[src/rtl/freq_pkg.sv]
`timescale 1ns/1ps
package freq_pkg;
  localparam int NUM_RANGES = 4;
  localparam int RANGE_W    = 2;

  typedef enum logic [1:0] {
    ST_CLEAR = 2'd0,
    ST_GATE  = 2'd1,
    ST_DECIDE = 2'd2
  } meas_state_t;

  function automatic longint gate_len(input longint base, input int step);
    longint v;
    v = base;
    for (int i = 0; i < step; i++) v = v * 10;
    return v;
  endfunction
endpackage

[src/rtl/freq_sig_sync.sv]
`timescale 1ns/1ps
module freq_sig_sync #(
  parameter int STAGES = 2
) (
  input  logic clk,
  input  logic rst,
  input  logic sig_in,
  output logic rise
);
  logic [STAGES:0] chain;

  always_ff @(posedge clk) begin
    if (rst) chain <= '0;
    else     chain <= {chain[STAGES-1:0], sig_in};
  end

  assign rise = chain[STAGES-1] & ~chain[STAGES];
endmodule

[src/rtl/freq_gate_timer.sv]
`timescale 1ns/1ps
module freq_gate_timer
  import freq_pkg::*;
#(
  parameter int BASE_TICKS = 50000,
  parameter int TMR_W      = 26
) (
  input  logic               clk,
  input  logic               rst,
  input  logic               clr,
  input  logic               run,
  input  logic [RANGE_W-1:0] range_sel,
  output logic               last
);
  logic [TMR_W-1:0] limit [NUM_RANGES];
  logic [TMR_W-1:0] tick;

  for (genvar g = 0; g < NUM_RANGES; g++) begin : g_lim
    assign limit[g] = TMR_W'(gate_len(longint'(BASE_TICKS), g) - 1);
  end

  always_ff @(posedge clk) begin
    if (rst || clr) tick <= '0;
    else if (run)   tick <= tick + 1'b1;
  end

  assign last = run && (tick == limit[range_sel]);
endmodule

[src/rtl/freq_edge_count.sv]
`timescale 1ns/1ps
module freq_edge_count #(
  parameter int CNT_W = 16
) (
  input  logic             clk,
  input  logic             rst,
  input  logic             clr,
  input  logic             inc,
  output logic [CNT_W-1:0] value,
  output logic             sat
);
  localparam logic [CNT_W-1:0] TOP = '1;

  always_ff @(posedge clk) begin
    if (rst || clr) begin
      value <= '0;
      sat   <= 1'b0;
    end else if (inc) begin
      if (value == TOP) sat <= 1'b1;
      else              value <= value + 1'b1;
    end
  end
endmodule

[src/rtl/freq_range_ctrl.sv]
`timescale 1ns/1ps
module freq_range_ctrl
  import freq_pkg::*;
#(
  parameter int CNT_W  = 16,
  parameter int THRESH = 4096
) (
  input  logic               clk,
  input  logic               rst,
  input  logic               win_last,
  input  logic [CNT_W-1:0]   win_count,
  input  logic               win_sat,
  output logic               cnt_clr,
  output logic               gate_on,
  output logic [RANGE_W-1:0] cur_range,
  output logic [CNT_W-1:0]   res_count,
  output logic [RANGE_W-1:0] res_range,
  output logic               res_ovf,
  output logic               res_valid
);
  localparam logic [CNT_W:0]   THR_V    = (CNT_W+1)'(THRESH);
  localparam logic [RANGE_W-1:0] LAST_RNG = RANGE_W'(NUM_RANGES - 1);

  meas_state_t state;
  logic        enough;

  assign cnt_clr = (state == ST_CLEAR);
  assign gate_on = (state == ST_GATE);
  assign enough  = win_sat || ({1'b0, win_count} > THR_V) || (cur_range == LAST_RNG);

  always_ff @(posedge clk) begin
    if (rst) begin
      state     <= ST_CLEAR;
      cur_range <= '0;
      res_count <= '0;
      res_range <= '0;
      res_ovf   <= 1'b0;
      res_valid <= 1'b0;
    end else begin
      res_valid <= 1'b0;
      case (state)
        ST_CLEAR: state <= ST_GATE;
        ST_GATE:  if (win_last) state <= ST_DECIDE;
        ST_DECIDE: begin
          state <= ST_CLEAR;
          if (enough) begin
            res_count <= win_count;
            res_range <= cur_range;
            res_ovf   <= win_sat;
            res_valid <= 1'b1;
            cur_range <= '0;
          end else begin
            cur_range <= cur_range + 1'b1;
          end
        end
        default: state <= ST_CLEAR;
      endcase
    end
  end
endmodule

[src/rtl/freq_autorange.sv]
`timescale 1ns/1ps
module freq_autorange
  import freq_pkg::*;
#(
  parameter int BASE_TICKS  = 50000,
  parameter int CNT_W       = 16,
  parameter int THRESH      = 4096,
  parameter int SYNC_STAGES = 2
) (
  input  logic               clk,
  input  logic               rst,
  input  logic               sig_in,
  input  logic               hi_sel,
  output logic [CNT_W-1:0]   count,
  output logic [CNT_W/2-1:0] count_byte,
  output logic [1:0]         range_code,
  output logic               overflow,
  output logic               valid
);
  localparam int     HALF    = CNT_W / 2;
  localparam longint LONGEST = gate_len(longint'(BASE_TICKS), NUM_RANGES - 1);
  localparam int     TMR_W   = $clog2(LONGEST + 1);

  logic               rise;
  logic               cnt_clr;
  logic               gate_on;
  logic               win_last;
  logic [RANGE_W-1:0] cur_range;
  logic [CNT_W-1:0]   edge_cnt;
  logic               edge_sat;

  freq_sig_sync #(.STAGES(SYNC_STAGES)) u_sync (
    .clk(clk), .rst(rst), .sig_in(sig_in), .rise(rise)
  );

  freq_gate_timer #(.BASE_TICKS(BASE_TICKS), .TMR_W(TMR_W)) u_timer (
    .clk(clk), .rst(rst), .clr(cnt_clr), .run(gate_on),
    .range_sel(cur_range), .last(win_last)
  );

  freq_edge_count #(.CNT_W(CNT_W)) u_count (
    .clk(clk), .rst(rst), .clr(cnt_clr), .inc(rise & gate_on),
    .value(edge_cnt), .sat(edge_sat)
  );

  freq_range_ctrl #(.CNT_W(CNT_W), .THRESH(THRESH)) u_ctrl (
    .clk(clk), .rst(rst), .win_last(win_last), .win_count(edge_cnt),
    .win_sat(edge_sat), .cnt_clr(cnt_clr), .gate_on(gate_on),
    .cur_range(cur_range), .res_count(count), .res_range(range_code),
    .res_ovf(overflow), .res_valid(valid)
  );

  always_ff @(posedge clk) begin
    if (rst)         count_byte <= '0;
    else if (hi_sel) count_byte <= count[CNT_W-1:HALF];
    else             count_byte <= count[HALF-1:0];
  end
endmodule

[config.mk]
export PLATFORM = sky130hd
export DESIGN_NAME = freq_autorange
export DESIGN_NICKNAME = d
export VERILOG_FILES = /design/src/rtl/freq_pkg.sv /design/src/rtl/freq_sig_sync.sv /design/src/rtl/freq_gate_timer.sv /design/src/rtl/freq_edge_count.sv /design/src/rtl/freq_range_ctrl.sv /design/src/rtl/freq_autorange.sv
export SDC_FILE = /design/constraint.sdc
export NUM_CORES = 1
export LEC_CHECK = 0
export ABC_AREA = 1
export CAP_MARGIN = 20
export CORE_MARGIN = 8
export CORE_UTILIZATION = 30
export CTS_CLUSTER_DIAMETER = 50
export DETAILED_ROUTE_END_ITERATION = 10
export MAX_ROUTING_LAYER = met4
export SLEW_MARGIN = 25
export SYNTH_ARGS = -nofsm -noshare
export SYNTH_HDL_FRONTEND = slang
export SYNTH_HIERARCHICAL = 1
export SYNTH_SLANG_ARGS = --single-unit
[constraint.sdc]
create_clock -name clk -period 3.7 [get_ports clk]
set_input_delay 0.37 -clock clk [delete_from_list [all_inputs] [get_ports clk]]
set_output_delay 0.37 -clock clk [all_outputs]
set_load 0.02 [all_outputs]
After elaboration in Yosys (flattened, before gate mapping)
Index checks and enable logic that the tools add are counted.
{"block": "totals", "input_bits": 4, "romBits": 0, "output_inout_bits": 28, "regBits": 78, "latch_bits": 0, "ramBits": 0, "n_memories": 0, "elab_cells": 45}
{"block": "classes", "magnitude_cmp": 2, "n_addsub": 3, "n_reduce_logical": 9, "mul": 0, "div_mod_pow": 0, "n_bitwise": 6, "n_shift": 0, "n_eq_ne": 6, "n_mux": 8}
{"cell": "binary-select mux 26 bit (select 2 bit)", "n": 1}
{"cell": "two-way mux 26 bit", "n": 2}
{"cell": "adder 26 x 1 -> 26 bit (second input constant)", "n": 1}
{"cell": "equality test 26 bit", "n": 1}
{"cell": "adder 16 x 1 -> 16 bit (second input constant)", "n": 1}
{"cell": "equality test 16 bit (second input constant)", "n": 1}
{"cell": "> comparator 16 x 13 -> 1 bit (second input constant)", "n": 1}
{"cell": "two-way mux 8 bit", "n": 1}
{"cell": "AND reduction 2 bit", "n": 3}
{"cell": "equality test 2 bit (second input constant)", "n": 2}
{"cell": "two-way mux 2 bit", "n": 2}
{"cell": "one-hot mux 2 bit (2 select lines)", "n": 1}
{"cell": ">= comparator 3 bit (second input constant)", "n": 1}
{"cell": "logical OR 1 bit", "n": 3}
{"cell": "inverter 1 bit", "n": 3}
{"cell": "inverter 2 -> 3 bit", "n": 1}
{"cell": "adder 2 x 1 -> 2 bit (second input constant)", "n": 1}
{"cell": "AND 1 bit", "n": 2}
{"cell": "equality test 2 x 1 -> 1 bit (second input constant)", "n": 1}
{"cell": "logical NOT 2 bit", "n": 1}
{"cell": "inequality test 2 x 1 -> 1 bit (second input constant)", "n": 1}
{"cell": "OR reduction 2 bit", "n": 1}
{"cell": "logical AND 1 bit", "n": 1}
{"cell": "two-way mux 1 bit", "n": 1}

Longest topological paths before layout
{"block": "depth", "depth_word": 8, "ltp_mapped": 13, "mapped_depth_nobuf": 13}

By module
Netlist, hierarchy kept.
{"module": "freq_gate_timer", "n_inst": 1, "cells_per_inst": 285, "seq_area_each_um2": 520.5, "area_each_um2": 1778.0}
{"module": "freq_range_ctrl", "n_inst": 1, "cells_per_inst": 125, "seq_area_each_um2": 480.5, "area_each_um2": 1037.2}
{"module": "freq_edge_count", "n_inst": 1, "cells_per_inst": 152, "seq_area_each_um2": 340.3, "area_each_um2": 988.4}
{"module": "freq_autorange", "n_inst": 1, "cells_per_inst": 53, "seq_area_each_um2": 160.2, "area_each_um2": 349.1}
{"module": "freq_sig_sync", "n_inst": 1, "cells_per_inst": 10, "seq_area_each_um2": 60.1, "area_each_um2": 86.3}

Worst setup path after synthesis
OpenSTA, ideal clock, no wires.
{"block": "synth_timing", "path_kind": "flip-flop to flip-flop", "start": "reg u_ctrl.cur_range[0]", "end": "reg u_ctrl.state[0]", "required_ps": 3591, "setup_time_ps": 109, "synth_period_minus_slack_ps": 1647, "stages_incl_launch_ff": 13, "path_buffers": 0, "slack_ps": 2053, "t_arrival_ps": 1538, "cell_sequence": "dfxtp_1 > inv_1 > ha_1 > nand2_1 > o21ai_0 > nor2_1 > nand2_1 > nor2_1 > nand2_1 > nor2_1 > nand2_1 > nand2_1 > inv_1"}
{"block": "synth_via", "elab_chain_cells": 7}
{"item": "from (decl)", "line_no": "freq_range_ctrl.sv:15", "source": "output logic [RANGE_W-1:0] cur_range,"}
{"item": "from (signal assigned)", "line_no": "freq_range_ctrl.sv:53", "source": "cur_range <= cur_range + 1'b1;"}
{"item": "inverter 2 -> 3 bit (implied by the code)", "line_no": "freq_gate_timer.sv:27", "source": "assign last = run && (tick == limit[range_sel]);"}
{"item": "binary-select mux 26 bit (select 2 bit)", "line_no": "freq_gate_timer.sv:27"}
{"item": "two-way mux 26 bit (implied by the code) (2 in series)", "line_no": "freq_gate_timer.sv:27"}
{"item": "equality test 26 bit", "line_no": "freq_gate_timer.sv:27"}
{"item": "logical AND 1 bit", "line_no": "freq_gate_timer.sv:27"}
{"item": "net win_last", "line_no": "freq_autorange.sv:27", "source": "logic win_last;"}
{"item": "inequality test 2 x 1 -> 1 bit (no line)"}
{"item": "to (signal assigned)", "line_no": "freq_range_ctrl.sv:33", "source": "state <= ST_CLEAR;"}
{"item": "to (signal assigned)", "line_no": "freq_range_ctrl.sv:42", "source": "ST_CLEAR: state <= ST_GATE;"}
{"item": "to (signal assigned)", "line_no": "freq_range_ctrl.sv:43", "source": "ST_GATE: if (win_last) state <= ST_DECIDE;"}
{"item": "to (decl)", "line_no": "freq_range_ctrl.sv:24", "source": "meas_state_t state;"}
The timed path passes the listed nets, and every way through them passes these cells. The select of a mux whose other input is x is not followed.
A chain may end at the register's enable or synchronous reset.

Worst setup path after layout
{"block": "layout_timing", "start": "reg u_ctrl.state[0]", "end": "reg u_count.value[12]"}
{"block": "layout_via", "elab_chain_cells": 3, "word_cells_on_any_way": 5, "classes_between": "eq/ne: 1; bitwise: 1; reduce/logical: 3"}
{"item": "equality test 2 x 1 -> 1 bit", "line_no": "freq_range_ctrl.sv:28", "source": "assign gate_on = (state == ST_GATE);"}
{"item": "net gate_on", "line_no": "freq_autorange.sv:26", "source": "logic gate_on;"}
{"item": "AND 1 bit", "line_no": "freq_autorange.sv:42", "source": ".clk(clk), .rst(rst), .clr(cnt_clr), .inc(rise & gate_on),"}
{"item": "AND reduction 2 bit (no line)"}
{"item": "to (signal assigned)", "line_no": "freq_edge_count.sv:20", "source": "else value <= value + 1'b1;"}
{"item": "to (decl)", "line_no": "freq_edge_count.sv:9", "source": "output logic [CNT_W-1:0] value,"}
The timed path passes the listed nets, and every way through them passes these cells.

==> run summary <==
Post-CTS repair timing setup buffer count - 0
Total of warnings raised by yosys - 6
Number of filler instances in the final layout - 1435
Gates resized, CTS repair - 0
Aggregate global routing overflow - 0
Mapped Nets - 639
Area of the placeable core - 13800 um2
CTS buffer count - 9
RePlAce Congestion - 0.831
Combined area of all synthesized cells - 4240 um2
Detail-routed via count per cell - 4.58
Number of standard cells in the layout, taps in and fillers out - 839
Setup Crit Path Kind - register to register
P&R area growth vs syn - 17.0%
Number of rows in the core area - 43
Number of detailed-routing iterations run before antenna repair - 5
Arr. time, crit path - 2.31 ns
Pin count of the biggest net entering global routing - 22
Fraction of layout cells with a size suffix above 1 - 10.0%
Number of cells produced by synthesis - 625
Startpoint class of the critical path - register
DIE HEIGHT - 135 um
Worst-case clock skew - 0.00998 ns
Cell area after layout - 4960 um2
Unique masters post-synth - 32
Utilization after layout - 35.9%
Remaining DRCs - 0
Lkg Pwr - 1.90 nW
Final HPWL DP - 7500 um
Yosys reg bits - 78
Status - complete, no violations
Most common cell after layout, fill and taps aside - nand2_1
Worst slew slack as a fraction of its limit - 54.8%
Fin Setup TNS - 0 ns
Peak Freq - 481 MHz
Power density of the placed cells - 365 nW/um2
Floorplan die area - 18200 um2
Placement Cell Area - 4660 um2
Worst Hold Slack - 0.402 ns
Fraction of registers with async set or reset after synthesis - 0%
Critical-path top delay cell - nor2_1
Critical path buffers and inverters - 3
Top library cells by usage in the layout, fill and taps aside - nand2_1, nor2_1, dfxtp_1, inv_1, nand3_1
Hold violation total from the final report - 0
Routed wire length - 10100 um
Fin worst setup slack - 1.62 ns
Root Buffer - clkbuf_16
Mean instance size in the synthesized netlist - 6.78 um2
Critical path cell sequence - inv_2 -> nor2_1 -> nand2_1 -> inv_1 -> inv_2 -> nor2_1 -> nand2_1 -> nor2_2 -> nand2_1 -> nor3_1 -> nor2_1
Area of all sequential standard cells - 1560 um2
Share of the cycle needed by the critical path after routing - 56.2%
Overall routing resource usage - 11.8%
Maximum level of the CTS H-tree - 3
Final setup vio count - 0
Antenna Diode Count - 0
Vias in the first global route - 3377
Minimum period implied by the final worst setup slack - 2.08 ns
Largest buffer count on any clock path - 2
Quantity of I/O buffers inserted on ports - 31
Transition time at the pin with the least slew margin - 0.675 ns
Effective utilization at floorplan - 30.7%
Largest driver fanout on the critical path - 10
Max-cap violations - 0
Die Span X - 135 um
Cell count after placement - 823
Crit-path leading delay family - simple AND/OR/NAND/NOR gates
Biggest cell delay along the critical path - 0.51 ns
Routed Antenna Nets - 0
Worst-skew pair later-pin latency - 0.34 ns
Number of top-level pins - 32
Register area share after synthesis - 36.8%
Wire length per cell - 12.1 um
First-pass GRT wire length - 16800 um
Maximum vdd ir drop - 0.000203 V
Type of element capturing the critical path - register
Number of enable flip-flop cells after synthesis - 0
Area of the multi-input gates - 2300 um2
Number of design-rule violations left by the first detailed-router iteration - 286
Number of pins exceeding their max-slew limit in the final report - 0
Via count - 3846
Number of hold buffers added after CTS - 0
Req. time, crit path - 3.93 ns
HP Class - register to register
Leading register cell type out of synthesis - dfxtp_1
Post-placement setup slack - 1.64 ns
Initial antenna violation count - 0
Fin nets - 668
TritonCTS clock tree - yes
Overall Power - 1.81 mW
Unrepaired setup endpoints after global routing - false
Clock slew at the register clock pins of the worst setup and hold paths - 0.06 ns
Count of clock tree sinks - 78
==> Yosys cell counts, types with 3 or more instances <==
library cell  count  area [um2]
clkbuf_1          3        11.3
o21ai_0          17        85.1
buf_4             4        30.0
inv_2             3        11.3
inv_1            64         240
nor2_2           13        81.3
nand3_2           9        90.1
nand3_1          57         285
nand4_1          16         100
nor2_1          127         477
o21a_1            3        22.5
dfxtp_1          78        1560
nor3_1            3        15.0
ha_1             10         125
buf_6             5        56.3
nor2_4            7        78.8
nand2_2          11        68.8
nand2_1         150         563
a21oi_1          27         135
xor2_1            3        26.3
==> path summary, 6_finish.rpt <==
check	start	to	slack, ns	depth (start not counted)
max reg2reg	u_ctrl/state[0]	u_count/value[12]	1.62	11
min	u_sync/chain[0]	u_sync/chain[1]	0.40	2
max	u_ctrl/state[0]	u_count/value[12]	1.62	11
min reg2reg	u_sync/chain[0]	u_sync/chain[1]	0.40	2
==> power breakdown <==
group / total (mW) / internal [mW] / switching (mW)
Combinational: 0.0618 / 0.0219 / 0.0398
Clock: 0.899 / 0.528 / 0.372
Sequential: 0.849 / 0.846 / 0.00295
Total: 1.81 / 1.40 / 0.414
==> worst reg2reg max path, delay by kind of cell, from the launching register on <==
| kind | cells | cell delay [ns] |
|---|---|---|
| buffers and inverters | 3 | 0.31 |
| flip-flops | 1 | 0.35 |
| AND/OR/NAND/NOR | 8 | 1.31 |
==> per-layer routing <==
| layer | wire, um | GRT usage, % |
|---|---|---|
| met1 | 5370 | 16.1 |
| met2 | 4110 | 16.1 |
| met3 | 500 | 2.90 |
| met4 | 143 | 4.62 |
| met5 | 0 | - |
==> logic make-up after synthesis <==
kind of cell | share of synthesized area (%)
AO/OA/AOI/OAI | 6.11
XOR/XNOR | 1.03
adder cells (fa/ha/maj) | 2.95
buffers and inverters | 8.94
flip-flops | 36.8
multiplexers | 0.236
AND/OR/NAND/NOR | 43.9
==> state kept, by name (all words and copies together) (netlist names) <==
name and count:
u_ctrl/cur_range 2, u_ctrl/res_range 2, u_count/sat 1, u_timer/tick 26, u_ctrl/res_count 16, u_ctrl/res_valid 1, count_byte 8, u_count/value 16
u_sync/chain 3, u_ctrl/res_ovf 1, u_ctrl/state 2
==> area by class of cell <==
| class | count | area share [%] |
|---|---|---|
| Inverter | 67 | 5.07 |
| Tap cell | 180 | 4.54 |
| Sequential cell | 78 | 31.5 |
| Clock buffer | 10 | 4.62 |
| Clock inverter | 6 | 1.39 |
| Timing Repair Buffer | 33 | 6.56 |
| Multi-Input combinational cell | 465 | 46.3 |
Power figures use the tool's default switching activity.
